File: src/rtl/fps_pkg.sv
package fps_pkg;

    typedef enum logic [2:0] {
        BK_ACT  = 3'd0,
        BK_STBY = 3'd1,
        BK_SLP  = 3'd2,
        BK_S2SB = 3'd3,
        BK_SB2A = 3'd4
    } bank_st_e;

    typedef enum logic [1:0] {
        PM_ACT  = 2'd0,
        PM_SLP  = 2'd1,
        PM_WAKE = 2'd2
    } pump_st_e;

    typedef enum logic [1:0] {
        FB_ACT  = 2'd0,
        FB_STBY = 2'd1,
        FB_SLP  = 2'd2,
        FB_SLP2 = 2'd3
    } fb_e;

    // Inputs seen by one bank in a cycle
    typedef struct packed {
        logic acc;
        logic wake;
        fb_e  fb;
    } bank_req_t;

    function automatic int max_int(input int a, input int b);
        return (a > b) ? a : b;
    endfunction

    function automatic logic fb_is_low(input fb_e f);
        return f != FB_ACT;
    endfunction

endpackage

File: src/rtl/fps_bank.sv
module fps_bank
    import fps_pkg::*;
#(
    parameter int GW     = 8,
    parameter int CW     = 8,
    parameter int T_S2SB = 3,
    parameter int T_SB2A = 2
) (
    input  logic            clk,
    input  logic            rst,
    input  bank_req_t       req,
    input  logic [GW-1:0]   grace,
    input  logic            pump_act,
    output logic [2:0]      st_o,
    output logic            wait_o,
    output logic            need_pump_o
);

    bank_st_e       st_q, st_n;
    logic [CW-1:0]  cnt_q, cnt_n;
    logic           pend_q, pend_n;
    logic           wait_q;
    logic           poke;

    assign poke = req.acc | req.wake;

    always_comb begin
        st_n   = st_q;
        cnt_n  = cnt_q;
        pend_n = pend_q;
        unique case (st_q)
            BK_ACT: begin
                if (poke)
                    cnt_n = CW'(grace);
                else if (cnt_q != '0)
                    cnt_n = cnt_q - 1'b1;
                else if (fb_is_low(req.fb))
                    st_n = (req.fb == FB_STBY) ? BK_STBY : BK_SLP;
            end
            BK_STBY: begin
                if (poke) begin
                    st_n  = BK_SB2A;
                    cnt_n = CW'(T_SB2A - 1);
                end
            end
            BK_SLP: begin
                pend_n = pend_q | poke;
                if ((pend_q | poke) && pump_act) begin
                    st_n   = BK_S2SB;
                    cnt_n  = CW'(T_S2SB - 1);
                    pend_n = 1'b0;
                end
            end
            BK_S2SB: begin
                if (cnt_q == '0) begin
                    st_n  = BK_SB2A;
                    cnt_n = CW'(T_SB2A - 1);
                end else begin
                    cnt_n = cnt_q - 1'b1;
                end
            end
            BK_SB2A: begin
                if (cnt_q == '0) begin
                    st_n  = BK_ACT;
                    cnt_n = CW'(grace);
                end else begin
                    cnt_n = cnt_q - 1'b1;
                end
            end
            default: st_n = BK_ACT;
        endcase
    end

    always_ff @(posedge clk) begin
        if (rst) begin
            st_q   <= BK_ACT;
            cnt_q  <= CW'(grace);
            pend_q <= 1'b0;
            wait_q <= 1'b0;
        end else begin
            st_q   <= st_n;
            cnt_q  <= cnt_n;
            pend_q <= pend_n;
            wait_q <= (wait_q | (req.acc && st_q != BK_ACT)) && (st_n != BK_ACT);
        end
    end

    assign st_o        = st_q;
    assign wait_o      = wait_q | (req.acc && st_q != BK_ACT);
    assign need_pump_o = (st_q == BK_SLP) && (pend_q | poke);

    // leaving active only follows an idle edge
    p_leave_idle_r2: assert property (@(posedge clk) disable iff (rst)
        ($past(st_q) == BK_ACT && st_q != BK_ACT) |-> (!$past(req.acc) && !$past(req.wake)));

    // an access holds an active bank active
    p_reload_keeps_r3: assert property (@(posedge clk) disable iff (rst)
        (st_q == BK_ACT && req.acc) |=> (st_q == BK_ACT));

    // a wake during countdown aborts the entry
    p_abort_entry_r10: assert property (@(posedge clk) disable iff (rst)
        (st_q == BK_ACT && req.wake) |=> (st_q == BK_ACT));

    // sleep exit only with the pump active
    p_exit_needs_pump_r5: assert property (@(posedge clk) disable iff (rst)
        ($past(st_q) == BK_SLP && st_q == BK_S2SB) |-> $past(pump_act));

    // sleep-to-standby stage only moves forward to standby-to-active
    p_stage_order_r6: assert property (@(posedge clk) disable iff (rst)
        (st_q == BK_S2SB) |=> (st_q == BK_S2SB || st_q == BK_SB2A));

    // standby only leaves toward active through its stage
    p_stby_path_r7: assert property (@(posedge clk) disable iff (rst)
        (st_q == BK_STBY) |=> (st_q == BK_STBY || st_q == BK_SB2A));

    // an access to a non-active bank keeps wait until active
    p_wait_hold_r8: assert property (@(posedge clk) disable iff (rst)
        (st_q != BK_ACT && req.acc) |=> (wait_o || st_q == BK_ACT));

endmodule

File: src/rtl/fps_pump.sv
module fps_pump
    import fps_pkg::*;
#(
    parameter int T_PUMP = 4
) (
    input  logic       clk,
    input  logic       rst,
    input  logic       fb_sleep,
    input  logic       all_sleep,
    input  logic       need,
    output logic [1:0] st_o
);

    localparam int PW = $clog2(T_PUMP + 1);

    pump_st_e       st_q;
    logic [PW-1:0]  cnt_q;

    always_ff @(posedge clk) begin
        if (rst) begin
            st_q  <= PM_ACT;
            cnt_q <= '0;
        end else begin
            unique case (st_q)
                PM_ACT: begin
                    if (fb_sleep && all_sleep && !need)
                        st_q <= PM_SLP;
                end
                PM_SLP: begin
                    if (need) begin
                        st_q  <= PM_WAKE;
                        cnt_q <= PW'(T_PUMP - 1);
                    end
                end
                PM_WAKE: begin
                    if (cnt_q == '0)
                        st_q <= PM_ACT;
                    else
                        cnt_q <= cnt_q - 1'b1;
                end
                default: st_q <= PM_ACT;
            endcase
        end
    end

    assign st_o = st_q;

    // pump sleeps only after all banks were asleep
    p_pump_after_banks_r4: assert property (@(posedge clk) disable iff (rst)
        ($past(st_q) == PM_ACT && st_q == PM_SLP) |-> $past(all_sleep));

    // waking holds until its count runs out
    p_wake_hold_r5: assert property (@(posedge clk) disable iff (rst)
        (st_q == PM_WAKE && cnt_q != '0) |=> (st_q == PM_WAKE));

endmodule

File: src/rtl/flash_pwr_seq.sv
module flash_pwr_seq
    import fps_pkg::*;
#(
    parameter int NB     = 2,
    parameter int GW     = 8,
    parameter int T_PUMP = 4,
    parameter int T_S2SB = 3,
    parameter int T_SB2A = 2
) (
    input  logic            clk,
    input  logic            rst,
    input  logic [NB-1:0]   bank_acc,
    input  logic [2*NB-1:0] bank_fb,
    input  logic            pump_fb_sleep,
    input  logic [GW-1:0]   grace,
    input  logic            wake_req,
    output logic [3*NB-1:0] bank_st,
    output logic [1:0]      pump_st,
    output logic [NB-1:0]   bank_wait,
    output logic            ready
);

    localparam int TMAX = max_int(T_S2SB, T_SB2A);
    localparam int DW   = $clog2(TMAX + 1);
    localparam int CW   = max_int(GW, DW);

    logic            wk_pend_q;
    logic            wake_eff;
    logic            pump_act;
    logic [NB-1:0]   need_vec, sleep_vec, act_vec, s2sb_vec;

    assign wake_eff = wake_req | wk_pend_q;
    assign pump_act = (pump_st == PM_ACT);

    for (genvar i = 0; i < NB; i++) begin : g_bank
        bank_req_t  rq;
        logic [2:0] st;
        assign rq.acc  = bank_acc[i];
        assign rq.wake = wake_eff;
        assign rq.fb   = fb_e'(bank_fb[2*i +: 2]);

        fps_bank #(
            .GW(GW), .CW(CW), .T_S2SB(T_S2SB), .T_SB2A(T_SB2A)
        ) u_bank (
            .clk(clk), .rst(rst), .req(rq), .grace(grace),
            .pump_act(pump_act), .st_o(st), .wait_o(bank_wait[i]),
            .need_pump_o(need_vec[i])
        );

        assign bank_st[3*i +: 3] = st;
        assign sleep_vec[i]      = (st == BK_SLP);
        assign act_vec[i]        = (st == BK_ACT);
        assign s2sb_vec[i]       = (st == BK_S2SB);
    end

    fps_pump #(.T_PUMP(T_PUMP)) u_pump (
        .clk(clk), .rst(rst), .fb_sleep(pump_fb_sleep),
        .all_sleep(&sleep_vec), .need(wake_eff | (|need_vec)),
        .st_o(pump_st)
    );

    assign ready = pump_act && (&act_vec);

    always_ff @(posedge clk) begin
        if (rst) wk_pend_q <= 1'b0;
        else     wk_pend_q <= wake_req | (wk_pend_q & ~ready);
    end

    // no bank is past sleep unless the pump is active
    p_pump_first_r5: assert property (@(posedge clk) disable iff (rst)
        (|s2sb_vec) |-> (pump_st == PM_ACT));

    // a request stays pending until ready is seen
    p_wake_latched_r10: assert property (@(posedge clk) disable iff (rst)
        ($past(wake_req) && !$past(ready)) |-> wk_pend_q);

endmodule

File: config.mk
export PLATFORM = sky130hd
export DESIGN_NAME = flash_pwr_seq
export DESIGN_NICKNAME = d
export VERILOG_FILES = /design/src/rtl/fps_pkg.sv /design/src/rtl/fps_bank.sv /design/src/rtl/fps_pump.sv /design/src/rtl/flash_pwr_seq.sv
export SDC_FILE = /design/constraint.sdc
export NUM_CORES = 1
export LEC_CHECK = 0
export ABC_AREA = 1
export BUFFER_PORTS_ARGS = -buffer_cell sky130_fd_sc_hd__buf_4
export CAP_MARGIN = 40
export CORE_MARGIN = 2
export CORE_UTILIZATION = 30
export CTS_BUF_LIST = sky130_fd_sc_hd__clkbuf_16
export DETAILED_ROUTE_END_ITERATION = 8
export HOLD_SLACK_MARGIN = 0.02
export SKIP_CTS_REPAIR_TIMING = 1
export SLEW_MARGIN = 10
export SYNTH_ARGS = -nofsm -noshare
export SYNTH_HDL_FRONTEND = slang
export SYNTH_SLANG_ARGS = --single-unit
export TNS_END_PERCENT = 50
File: constraint.sdc
create_clock -name clk -period 2.6 [get_ports clk]
set_input_delay 0.52 -clock clk [delete_from_list [all_inputs] [get_ports clk]]
set_output_delay 0.52 -clock clk [all_outputs]
set_load 0.01 [all_outputs]
**After elaboration in Yosys (flattened, before gate mapping)**

Cells that the tools add are included.

- Register bits after elaboration: 32
- Input bits: 18
- Output and inout port bits: 11
- Word-level logic and storage cells: 126

- Add/subtract/negate cells: 3
- Equality and inequality tests: 22
- Mux-type cells: 43
- Bitwise logic cells: 11
- Reduce and logical (&&, ||, !) cells: 36

Operator list:

| cell | count |
|---|---|
| $mux W8 | 14 |
| $pmux W8 S5 | 2 |
| $mux W3 | 16 |
| $pmux W3 S5 | 2 |
| $logic_not A8 Y1 | 2 |
| $reduce_bool A8 Y1 | 2 |
| $sub A8 B1 Y8 const B | 2 |
| $eq A3 B2 Y1 const B | 4 |
| $ne A3 B2 Y1 const B | 4 |
| $reduce_bool A3 Y1 | 4 |
| $reduce_bool A6 Y1 | 2 |
| $logic_and A1 B1 Y1 | 11 |
| $mux W2 | 5 |
| $logic_not A3 Y1 | 3 |
| $or A1 B1 Y1 | 9 |
| $ne A4 B2 Y1 const B | 2 |
| $reduce_and A4 Y1 | 2 |
| $eq A2 B1 Y1 const B | 3 |
| $eq A3 B1 Y1 const B | 2 |
| $eq A3 B3 Y1 const B | 2 |
| $ne A2 B1 Y1 const B | 3 |
| $pmux W2 S3 | 1 |
| $pmux W3 S2 | 1 |
| $reduce_and A3 Y1 | 2 |
| 11 further kinds | 15 |

**Depth between registers and ports, before layout**

Gate-level depths: netlist of run 1.

- Depth in word-level cells: 10
- Mapped depth: 12
- Depth with buffers taken out: 11

**Modules after synthesis**

A second synthesis of run 1 with hierarchy kept.

- Cells, all modules: 362
- Area total of the unflattened synthesis: 2389.8 sq um

By module, submodules not included:

| module | instances | cells an instance | area an instance (sq um) | sequential area each (sq um) |
|---|---|---|---|---|
| fps_bank at g_bank[1].u_bank | 1 | 149 | 1004.7 | 340.3 |
| fps_bank at g_bank[0].u_bank | 1 | 149 | 989.7 | 340.3 |
| fps_pump | 1 | 46 | 297.8 | 100.1 |
| flash_pwr_seq | 1 | 18 | 97.6 | 20.0 |

**Worst setup path before layout of run 1**

Ideal clock, no wire load.

- Kind: reg-to-reg
- Start: register g_bank[1].u_bank.cnt_q[0]
- End: register g_bank[1].u_bank.cnt_q[0], enable pin
- Setup time: 0.384 ns
- Arrival time: 1.602 ns
- Data required time: 2.216 ns
- Path slack: 0.614 ns
- Cell stages (with the launch flop): 9
- Buffers on the path: 1
- Period minus slack after synthesis: 1.986 ns
- Path through: edfxtp_1 > inv_1 > ha_1 > nand2_1 > inv_1 > nand2_1 > buf_4 > nor3_1 > o21ai_0

- Longest elaborated chain between the ends: 3

Ends and longest elaborated chain:

| element | RTL line | source |
|---|---|---|
| start: declaration | fps_bank.sv:20 | `logic [CW-1:0] cnt_q, cnt_n;` |
| start signal: assignment | fps_bank.sv:77 | `cnt_q <= CW'(grace);` |
| start signal: assignment | fps_bank.sv:82 | `cnt_q <= cnt_n;` |
| $reduce_bool A8 Y1 | fps_bank.sv:35 | `else if (cnt_q != '0)` |
| $ne A4 B2 Y1 (no line) | n/a |  |
| $reduce_and A4 Y1 (no line) | n/a |  |

Every way passes these cells.
A chain may end at the register's enable or synchronous reset.

**Worst setup path in the final report of run 1**

- Start: register u_pump.st_q[0], in the netlist u_pump.st_o[0]
- End: output port ready

- Longest elaborated chain between the ends: 2

Ends and longest elaborated chain:

| element | RTL line | source |
|---|---|---|
| start: declaration | fps_pump.sv:16 | `pump_st_e st_q;` |
| start signal: assignment | fps_pump.sv:21 | `st_q <= PM_ACT;` |
| start signal: assignment | fps_pump.sv:27 | `st_q <= PM_SLP;` |
| start signal: assignment | fps_pump.sv:31 | `st_q <= PM_WAKE;` |
| $logic_not A2 Y1 | flash_pwr_seq.sv:33 | `assign pump_act = (pump_st == PM_ACT);` |
| $logic_and A1 B1 Y1 | flash_pwr_seq.sv:62 | `assign ready = pump_act && (&act_vec);` |
| end: declaration | flash_pwr_seq.sv:20 | `output logic ready` |

Every way passes these cells.

==> results of run 1 <==
[where the power goes]
part | internal [mW] | switching, mW
combinational | 0.352 | 0.537
clock | 0.346 | 0.213
sequential | 0.622 | 0.0660
[kinds of logic after synthesis]
family	after synthesis	synth area share
xor gates and xnor gates	11	0.0356
adders and majority gates	9	0.0416
AOI/OAI and AO/OA	75	0.151
buffers and inverters	68	0.107
DFF	32	0.296
and+or+nand+nor	225	0.369
[layer usage]
metal	wire length (um)	vias up
met3	234	9
met5	0	-
li1	-	1416
met1	3450	1218
met4	99	0
met2	3170	43
[worst paths after layout]
kind                                       startpoint                             endpoint  slack (ns)  depth (start not counted)
setup reg to reg  g_bank[1].u_bank.cnt_q[0]$_DFFE_PP_  g_bank[1].u_bank.cnt_q[3]$_DFFE_PP_        0.70                         11
hold reg to reg          u_pump.cnt_q[1]$_SDFFE_PP0P_         u_pump.cnt_q[1]$_SDFFE_PP0P_        0.46                          2
setup / recovery          u_pump.st_o[0]$_SDFFE_PP0P_                                ready        0.51                          5
hold / removal           u_pump.cnt_q[1]$_SDFFE_PP0P_         u_pump.cnt_q[1]$_SDFFE_PP0P_        0.46                          2
[final cells by class]
cell class,instances,area share
inverters,55,0.0658
clock buffers,5,0.0399
flip-flops and latches,32,0.255
clock inverters,3,0.00399
repair buffers,32,0.0766
well taps,108,0.0431
multi-input cells,320,0.516
[critical path: stages, from the launching register on]
cell and delay (ns):
dfxtp_1 0.32, inv_1 0.10, ha_1 0.25, inv_1 0.12, nor3_1 0.31, buf_4 0.18
[flip-flops by register name (all words and copies together) (netlist names)]
| signal | cells |
|---|---|
| g_bank.u_bank.cnt_q | 16 |
| g_bank.u_bank.st_o | 6 |
| u_pump.cnt_q | 3 |
| g_bank.u_bank.pend_q | 2 |
| g_bank.u_bank.wait_q | 2 |
| u_pump.st_o | 2 |
| wk_pend_q | 1 |
[synth_stat cells, types with 4 or more instances]
cell type / n
ha_1: 9
nand3b_1: 4
dfxtp_1: 16
nor2_1: 39
a21oi_1: 28
o21ai_0: 30
edfxtp_1: 16
inv_1: 53
xnor2_1: 4
buf_4: 6
nand4_1: 6
nand3_1: 27
nand2_1: 132
buf_2: 4
xor2_1: 7
o211ai_1: 4
==> out/results.ini, run 1 <==
[run_status]
status = finished clean

[floorplan]
die_area_mm2 = 0.00981
die-height_um = 99.0
io_pins = 29
coreArea_mm2 = 0.00872
num_rows = 34
die_w_um = 99.0
start_util = 0.311

[power]
power-per-cell-area_mw_per_mm2 = 681
vdd_drop_max_mv = 0.452
power.leakage_nw = 1.54
total_power_mw = 2.14

[finish]
regArea_um2 = 801
layout.cells.most_common_list = 132 x nand2_1, 55 x inv_1, 39 x nor2_1
utilization = 0.360
final_common_cell = nand2_1
multiInputGateArea_mm2 = 0.00162
drive_above_1_share = 0.123
final_nets = 473
layout.cells.non_filler = 555
fin_area_mm2 = 0.00314
nFillCells = 921
syn_to_final_growth_pct = 15.8
diodes = 0

[sta]
hold_viol_final = 0
setup_tns_ns = 0
min_period_over_period = 0.804
max_freq_mhz = 478
skew_ns = 0.00909
rsz0062_at_grt = no
drv_slew = 0
setup_ws_ns = 0.509
whs_ns = 0.461
max_slew_margin = 0.673
setup_violations = 0
fin_crit_ns = 2.09
max_slew.worst_pin.slew_ns = 0.489

[grt]
overflow = 0
use_met1 = 0.197
grt_use_total = 0.148
grt_pass1_wl_um = 11900
first_global_vias = 2587
grt-busiest-layer = met2
met2_usage = 0.247
grt_max_degree = 20
antenna_found_initial = 0
use_met3 = 0.0262

[logic_synthesis]
ys_seq_area_frac = 0.296
ys_warn_count = 0
synthFlopType = edfxtp_1
syn_area_per_cell_um2 = 6.45
yosysTopAreaCell = nand2_1
synth.area.top_cells = nand2_1 18%, edfxtp_1 18%, dfxtp_1 12%
syn-instance-count = 420
synth_fp_nets = 447
syn_area_mm2 = 0.00271
synth_top_area_frac = 0.183
async_flop_share = 0
synth_edf_count = 16
ys_ff_latch = 32
ys_types = 39

[place]
gp_congestion = 0.865
numPortBuffers = 28
place_area_mm2 = 0.00300
dp_slack_ns = 0.668
hpwl_um = 5390
place_inst = 547

[detailed_routing]
drc_errors = 0
via_per_inst = 4.84
totalWireLength_um = 6950
vias = 2686
ant_nets = 0
drt_iter0_markers = 117
post_drt_wl_per_cell_um = 12.5
firstDrtPassIters = 4

[worst_setup_path]
critical_path_class = flop to primary output
critPathLaunchType = flop
critPathArrivalTime_ns = 1.57
cp_max_fo = 5
critPathRequiredTime_ns = 2.08
end_kind = primary output

[clock_tree]
insertion_delay_ns = 0.28
htreeDepth = 2
cts_tree = done
path_clk_slew_ns = 0.05
cts_root_buffer = clkbuf_16
numCtsBuffers = 5
clock-sinks = 32
cts_buffer_depth = 2

[hold_path]
hold_class = flop to flop

[run]
drv_cap = 0

Note: power is estimated with default switching activity, not from simulation.
==> run 2: changes to the inputs <==
==> constraint.sdc (replaced) <==
create_clock -name clk -period 1.7 [get_ports clk]
set_input_delay 0.34 -clock clk [delete_from_list [all_inputs] [get_ports clk]]
set_output_delay 0.34 -clock clk [all_outputs]
set_load 0.01 [all_outputs]
==> run 2 against run 1 <==
- worst setup slack got worse by 0.45 ns
- via count increased by 7.6%
- worst hold slack got worse by 0.11 ns
- critical path depth increased by 4
- cell count increased by 6.8%
- power increased by 77%
- sequential power increased by 51%
- combinational power increased by 100%
- sequential cell count unchanged
- clock skew decreased by 0.0035 ns
- largest cell class unchanged
- largest power group unchanged
- highest routed layer unchanged
==> out/results.ini, run 2 (same netlist as run 1, synthesis figures left out) <==
[detailed_routing]
post_drt_wl_per_cell_um = 12.5  ; about the same
wl_met3_um = 273  ; was 234 um
drt_iter0_markers = 121  ; was 117
drc_errors = 0  ; unchanged
vias = 2891  ; was 2686
drt-met1-wl_um = 3400  ; was 3450 um
via_per_inst = 4.88  ; was 4.84
met2_length_um = 3660  ; was 3170 um
ant_nets = 0  ; unchanged
highest_layer = met4  ; unchanged
firstDrtPassIters = 4  ; unchanged
totalWireLength_um = 7430  ; was 6950 um

[grt]
antenna_found_initial = 0  ; unchanged
grt_use_total = 0.149  ; was 0.148
grt_max_degree = 19  ; was 20
grt_pass1_wl_um = 12000  ; was 11900 um
overflow = 0  ; unchanged
first_global_vias = 2703  ; was 2587

[floorplan]
die_area_mm2 = 0.00981  ; unchanged
die_w_um = 99.0  ; unchanged
start_util = 0.311  ; unchanged
io_pins = 29  ; unchanged
num_rows = 34  ; unchanged
die-height_um = 99.0  ; unchanged
coreArea_mm2 = 0.00872  ; unchanged

[clock_tree]
cts_root_buffer = clkbuf_16  ; unchanged
path_clk_slew_ns = 0.05  ; about the same
htreeDepth = 2  ; unchanged
numCtsBuffers = 5  ; unchanged
cts_buffer_depth = 2  ; unchanged
insertion_delay_ns = 0.28  ; about the same
cts_tree = done  ; unchanged
clock-sinks = 32  ; unchanged

[hold_path]
min_path_cells = 3  ; was 2
holdPathEnd = wk_pend_q$_SDFF_PP0_  ; was u_pump.cnt_q[1]$_SDFFE_PP0P_
hold_class = primary input to flop  ; was flop to flop
hold_path_startpoint = wake_req  ; was u_pump.cnt_q[1]$_SDFFE_PP0P_

[worst_setup_path]
reg2reg_depth = 9  ; was 11
reg2reg_slack_ns = 0.06  ; was 0.70 ns
cp_max_fo = 8  ; was 5
worst_r2r_startpoint = g_bank[0].u_bank.cnt_q[1]$_DFFE_PP_  ; was g_bank[1].u_bank.cnt_q[0]$_DFFE_PP_
critPathArrivalTime_ns = 1.68  ; was 1.57 ns
critical_path_class = flop to flop  ; was flop to primary output
critPathLaunchType = flop  ; unchanged
end_kind = flop  ; was primary output
rr_endpoint = g_bank[0].u_bank.cnt_q[5]$_DFFE_PP_  ; was g_bank[1].u_bank.cnt_q[3]$_DFFE_PP_
critPathRequiredTime_ns = 1.74  ; was 2.08 ns

[finish]
final_nets = 511  ; was 473
diodes = 0  ; unchanged
syn_to_final_growth_pct = 35.1  ; was 15.8%
layout.cells.most_common_list = 125 x nand2_1, 67 x buf_4, 48 x inv_1  ; was 132 x nand2_1, 55 x inv_1, 39 x nor2_1
final_common_cell = nand2_1  ; unchanged
drive_above_1_share = 0.282  ; was 0.123
fin_area_mm2 = 0.00366  ; was 0.00314 mm^2
regMostFlops = g_bank.u_bank.cnt_q  ; unchanged
largest_register_ffs = 16  ; unchanged

[place]
place_area_mm2 = 0.00324  ; was 0.00300 mm^2
hpwl_um = 5780  ; was 5390 um
numPortBuffers = 28  ; unchanged
gp_congestion = 0.888  ; was 0.865

[sta]
fin_crit_ns = 1.64
hold_viol_final = 0  ; unchanged
skew_ns = 0.00559  ; was 0.00909 ns
max_slew_margin = 0.757  ; was 0.673
min_period_over_period = 0.966
setup_tns_ns = 0  ; unchanged
drv_slew = 0  ; unchanged
setup_violations = 0  ; unchanged
max_freq_mhz = 609
max_slew.worst_pin.slew_ns = 0.365  ; was 0.489 ns
rsz0062_at_grt = yes  ; was no

[power]
power.leakage_nw = 1.78  ; was 1.54 nW
power-per-cell-area_mw_per_mm2 = 1030  ; was 681 mW/mm^2
vdd_drop_max_mv = 0.760  ; was 0.452 mV

[run_status]
status = finished clean  ; unchanged

[run]
drv_cap = 0  ; unchanged

## run 2: changes by cell type in the layout (fill, tap and decap cells not counted), sizes merged
cell and delta:
buf +38, clkbuf +1, inv -1
## run 2: how the worst max path moves through the flow
stage	from	end	slack, ns	depth (start not counted)
after global placement	g_bank[1].u_bank.cnt_q[2]$_DFFE_PP_	g_bank[1].u_bank.cnt_q[5]$_DFFE_PP_	0.03	9
final	g_bank[0].u_bank.cnt_q[1]$_DFFE_PP_	g_bank[0].u_bank.cnt_q[5]$_DFFE_PP_	0.06	9
after global routing	g_bank[1].u_bank.cnt_q[2]$_DFFE_PP_	g_bank[1].u_bank.cnt_q[6]$_DFFE_PP_	-0.06	10
after CTS	g_bank[1].u_bank.st_o[0]$_SDFF_PP0_	ready	-0.16	4
after detailed placement	g_bank[0].u_bank.cnt_q[1]$_DFFE_PP_	g_bank[0].u_bank.cnt_q[6]$_DFFE_PP_	-0.02	9
after floorplan	g_bank[0].u_bank.cnt_q[0]$_DFFE_PP_	g_bank[0].u_bank.cnt_q[0]$_DFFE_PP_	0.02	7
## run 2: power by group
part           switching [mW]  internal [mW]  total (mW)  leakage [nW]
clock network           0.334          0.623       0.957        0.0832
registers              0.0823          0.953        1.04         0.305
logic                   0.972          0.809        1.78          1.39
total                    1.39           2.39        3.77          1.78
## run 2: area by class of cell
class | instances | area (um^2)
Fill cell | 889 | 5060
Sequential cell | 32 | 808
Multi-Input combinational cell | 320 | 1810
Clock inverter | 2 | 8.76
Inverter | 55 | 206
Clock buffer | 6 | 150
Timing Repair Buffer | 70 | 537
Tap cell | 108 | 135
## run 2: through the flow
| step | hold slack [ns] | util | cells | setup WS (ns) | total power, mW |
|---|---|---|---|---|---|
| 2_1_floorplan | 0.440 | - | 420 | 0.0231 | 2.07 |
| 3_3_place_gp | 0.451 | 0.371 | 578 | 0.0256 | 2.58 |
| 3_5_place_dp | 0.460 | 0.371 | 578 | -0.0170 | 2.61 |
| 4_1_cts | 0.354 | 0.389 | 586 | -0.160 | 3.57 |
| 5_1_grt | 0.383 | 0.420 | 593 | -0.0576 | 4.04 |
| 6_report | 0.350 | 0.420 | 593 | 0.0584 | 3.77 |
## run 2: worst max-delay path: stages, from the launching register on
cell and delay, ns:
edfxtp_1 0.40, inv_2 0.08, ha_1 0.15, nand2_2 0.06
nor2_4 0.13, buf_6 0.12, inv_2 0.04, o31ai_2 0.17
o21ai_1 0.08, buf_4 0.19
## run 2: layer usage
| metal | vias to the layer above | global-route usage |
|---|---|---|
| li1 | 1492 | - |
| met1 | 1332 | 0.194 |
| met2 | 58 | 0.254 |
| met3 | 9 | 0.0220 |
| met4 | 0 | 0.0432 |
| met5 | - | 0 |
==> run 3: changes to the inputs <==
--- a/config.mk
+++ b/config.mk
@@ -5,7 +5,6 @@
 export SDC_FILE = /design/constraint.sdc
 export NUM_CORES = 1
 export LEC_CHECK = 0
-export ABC_AREA = 1
 export BUFFER_PORTS_ARGS = -buffer_cell sky130_fd_sc_hd__buf_4
 export CAP_MARGIN = 40
 export CORE_MARGIN = 2
==> run 3 against run 2 <==
- the run now ends with negative setup slack left
- die area shrank 8.8%
- non-clock buffer count grew 46
- clock-buffer cell count shrank 1
- first-iteration DRC count rose by 41%
- synthesized area decreased by 9.1%
- cell count is 18% lower
- worst hold slack improved by 0.010 ns
- worst setup slack lost 0.15 ns
- largest cell class unchanged
- highest routed layer unchanged
==> out/results.ini, run 3 <==
[run_status]
status = finished with violations  ; was finished clean
violations = negative setup slack

[detailed_routing]
drt_iter0_markers = 171  ; was 121
firstDrtPassIters = 4  ; unchanged
via_per_inst = 5.16  ; was 4.88
ant_nets = 0  ; unchanged
post_drt_wl_per_cell_um = 14.7  ; was 12.5 um
totalWireLength_um = 7170  ; was 7430 um
drc_errors = 0  ; unchanged
vias = 2520  ; was 2891

[sta]
max_slew_margin = 0.668  ; was 0.757
rsz0062_at_grt = yes  ; unchanged
setup_violations = 39  ; was 0
drv_slew = 0  ; unchanged
hold_viol_final = 0  ; unchanged
skew_ns = 0.00404  ; was 0.00559 ns
max_freq_mhz = 558  ; was 609 MHz
min_period_over_period = 1.05  ; was 0.966
max_slew.worst_pin.slew_ns = 0.493  ; was 0.365 ns
setup_ws_ns = -0.0915  ; was 0.0584 ns
fin_crit_ns = 1.79  ; was 1.64 ns

[logic_synthesis]
syn-instance-count = 277  ; was 420
synth_common_cells = 20 x inv_1, 19 x a21oi_1, 18 x nor2_1, 16 x dfxtp_1, 16 x edfxtp_1  ; was 132 x nand2_1, 53 x inv_1, 39 x nor2_1, 30 x o21ai_0, 28 x a21oi_1
syn_area_mm2 = 0.00246  ; was 0.00271 mm^2
synth_fp_nets = 304  ; was 447
synth_top_area_frac = 0.195  ; was 0.183
synthFlopType = edfxtp_1  ; unchanged
synth.most_common_cell = inv_1  ; was nand2_1
ys_warn_count = 0  ; unchanged
ys_seq_area_frac = 0.325  ; was 0.296
synth.area.top_cells = edfxtp_1 20%, dfxtp_1 13%, ha_1 4.6%  ; was nand2_1 18%, edfxtp_1 18%, dfxtp_1 12%
synth_edf_count = 16  ; unchanged
syn_area_per_cell_um2 = 8.88  ; was 6.45 um^2
ys_ff_latch = 32  ; unchanged
ys_types = 64  ; was 39
async_flop_share = 0  ; unchanged
yosysTopAreaCell = edfxtp_1  ; was nand2_1

[floorplan]
start_util = 0.304  ; was 0.311
coreArea_mm2 = 0.00809  ; was 0.00872 mm^2
num_rows = 33  ; was 34
die_w_um = 94.6  ; was 99.0 um
die_area_mm2 = 0.00894  ; was 0.00981 mm^2
io_pins = 29  ; unchanged
die-height_um = 94.6  ; was 99.0 um

[finish]
largest_register_ffs = 16  ; unchanged
drive_above_1_share = 0.454  ; was 0.282
regMostFlops = g_bank.u_bank.cnt_q  ; unchanged
final_nets = 409  ; was 511
diodes = 0  ; unchanged
layout.cells.most_common_list = 111 x buf_4, 18 x nor2_1, 16 x inv_1, 16 x a21oi_1, 16 x edfxtp_1  ; was 125 x nand2_1, 67 x buf_4, 48 x inv_1
syn_to_final_growth_pct = 52.3  ; was 35.1%
final_common_cell = buf_4  ; was nand2_1
nFillCells = 807  ; was 889
layout.cells.non_filler = 488  ; was 593
utilization = 0.463  ; was 0.420

[clock_tree]
numCtsBuffers = 5  ; unchanged
insertion_delay_ns = 0.28  ; about the same
cts_tree = done  ; unchanged
cts_root_buffer = clkbuf_16  ; unchanged
path_clk_slew_ns = 0.05  ; about the same
htreeDepth = 2  ; unchanged
cts_buffer_depth = 2  ; unchanged
clock-sinks = 32  ; unchanged

[worst_setup_path]
critPathLaunchType = flop  ; unchanged
cp_max_fo = 3  ; was 8
critPathRequiredTime_ns = 1.71  ; was 1.74 ns
slowest_delay_ns = 0.36  ; was 0.40 ns
crit_path_top_delay_cell = edfxtp_1  ; unchanged
end_kind = flop  ; unchanged
critical_path_class = flop to flop  ; unchanged
reg2reg_slack_ns = -0.09  ; was 0.06 ns
path_common_cell = buf_4  ; was inv_2
worstPathCellList = inv_2 > buf_4 > buf_4 > ha_1 > xor2_1 > or3_1 > o21ai_0 > a222oi_1  ; was inv_2 > ha_1 > nand2_2 > nor2_4 > buf_6 > inv_2 > o31ai_2 > o21ai_1 > buf_4
critPathArrivalTime_ns = 1.80  ; was 1.68 ns

[power]
vdd_drop_max_mv = 0.352  ; was 0.760 mV
comb_power_share = 0.187  ; was 0.472
p_int_mw = 1.59  ; was 2.39 mW
power-per-cell-area_mw_per_mm2 = 564  ; was 1030 mW/mm^2
p_seq_frac = 0.411  ; was 0.274
power.leakage_nw = 1.55  ; was 1.78 nW
switchingPower_uw = 527  ; was 1.39 mW
pwr-share-clk = 0.402  ; was 0.254
switching_share = 0.250  ; was 0.368

[place]
numPortBuffers = 28  ; unchanged
hpwl_um = 5400  ; was 5780 um
place_inst = 473  ; was 578
gp_congestion = 0.884  ; was 0.888

[grt]
grt_max_degree = 20  ; was 19
antenna_found_initial = 0  ; unchanged
grt_pass1_wl_um = 11600  ; was 12000 um
grt_use_total = 0.162  ; was 0.149
first_global_vias = 2478  ; was 2703
overflow = 0  ; unchanged

[hold_path]
hold_class = primary input to flop  ; unchanged

[run]
drv_cap = 0  ; unchanged

==> run 3: cell types whose count changed after synthesis, moves of 6 or more <==
cell       delta
nand2_1     -121
inv_1        -33
nor2_1       -21
nand3_1      -20
o21ai_0      -19
clkbuf_1     +11
a21oi_1       -9
o2bb2ai_1     +9
a221oi_1      +6
nand4_1       -6
==> run 3: area by class of cell <==
class	count	area [um^2]	area share
clock buffer	5	125	0.0334
inverter	20	75.1	0.0200
multi-input combinational	207	1690	0.452
clock inverter	3	11.3	0.00300
tap	105	131	0.0350
sequential	32	815	0.217
timing repair buffer	116	898	0.240
==> run 3: power by group through the flow <==
stage	Sequential [mW]	Clock, mW	Combinational [mW]
6_report	0.868	0.849	0.395
5_1_grt	0.873	0.877	0.433
4_1_cts	0.873	0.856	0.361
3_5_place_dp	0.889	0	0.358
3_3_place_gp	0.887	0	0.356
2_1_floorplan	0.895	0	0.163
==> run 3: worst max-delay path: cells and delay by family (launching register included) <==
| kind | cells | cell delay [ns] |
|---|---|---|
| flip-flops | 1 | 0.36 |
| AND/OR/NAND/NOR | 1 | 0.31 |
| buffers and inverters | 3 | 0.30 |
| adder cells (fa/ha/maj) | 1 | 0.23 |
| XOR/XNOR | 1 | 0.17 |
| AO/OA/AOI/OAI | 2 | 0.16 |
==> run 3: cell families (layout without fill, tap and decap cells) <==
| kind of cell | after synthesis | in the layout | share of synthesized area |
|---|---|---|---|
| buffers and inverters | 38 | 144 | 0.0681 |
| AND/OR/NAND/NOR | 88 | 88 | 0.222 |
| XOR/XNOR | 11 | 11 | 0.0391 |
| adder cells (fa/ha/maj) | 9 | 9 | 0.0458 |
| multiplexers | 1 | 1 | 0.00407 |
| flip-flops | 32 | 32 | 0.325 |
| AO/OA/AOI/OAI | 98 | 98 | 0.296 |
==> run 3: metrics by stage <==
stage | worst slack [ns] | TNS (ns) | instance area [um^2] | power, mW | hold slack, ns
global placement | -0.206 | -3.99 | 3360 | 1.24 | 0.455
floorplan | -0.124 | -1.89 | 2490 | 1.06 | 0.438
detailed placement | -0.249 | -5.06 | 3360 | 1.25 | 0.455
finish | -0.0915 | -1.72 | 3750 | 2.11 | 0.360
CTS | -0.279 | -5.32 | 3490 | 2.09 | 0.358
global route | -0.215 | -5.88 | 3750 | 2.18 | 0.366
==> run 3: layer usage <==
layer	global-route usage	part of all wire	wire length (um)	vias to the layer above
met3	0.0247	0.035	252	16
met4	0.0592	0.030	218	0
met5	0	0	0	-
li1	-	-	-	1270
met2	0.272	0.50	3580	54
met1	0.211	0.44	3120	1180
==> run 3: path summary, 6_finish.rpt <==
kind                                        from                             endpoint  cells past startpoint
max          g_bank[1].u_bank.cnt_q[0]$_DFFE_PP_  g_bank[1].u_bank.cnt_q[2]$_DFFE_PP_                      8
max reg2reg  g_bank[1].u_bank.cnt_q[0]$_DFFE_PP_  g_bank[1].u_bank.cnt_q[2]$_DFFE_PP_                      8
min reg2reg         u_pump.cnt_q[0]$_SDFFE_PP0P_         u_pump.cnt_q[0]$_SDFFE_PP0P_                      1
min                                     grace[3]  g_bank[0].u_bank.cnt_q[3]$_DFFE_PP_                      2
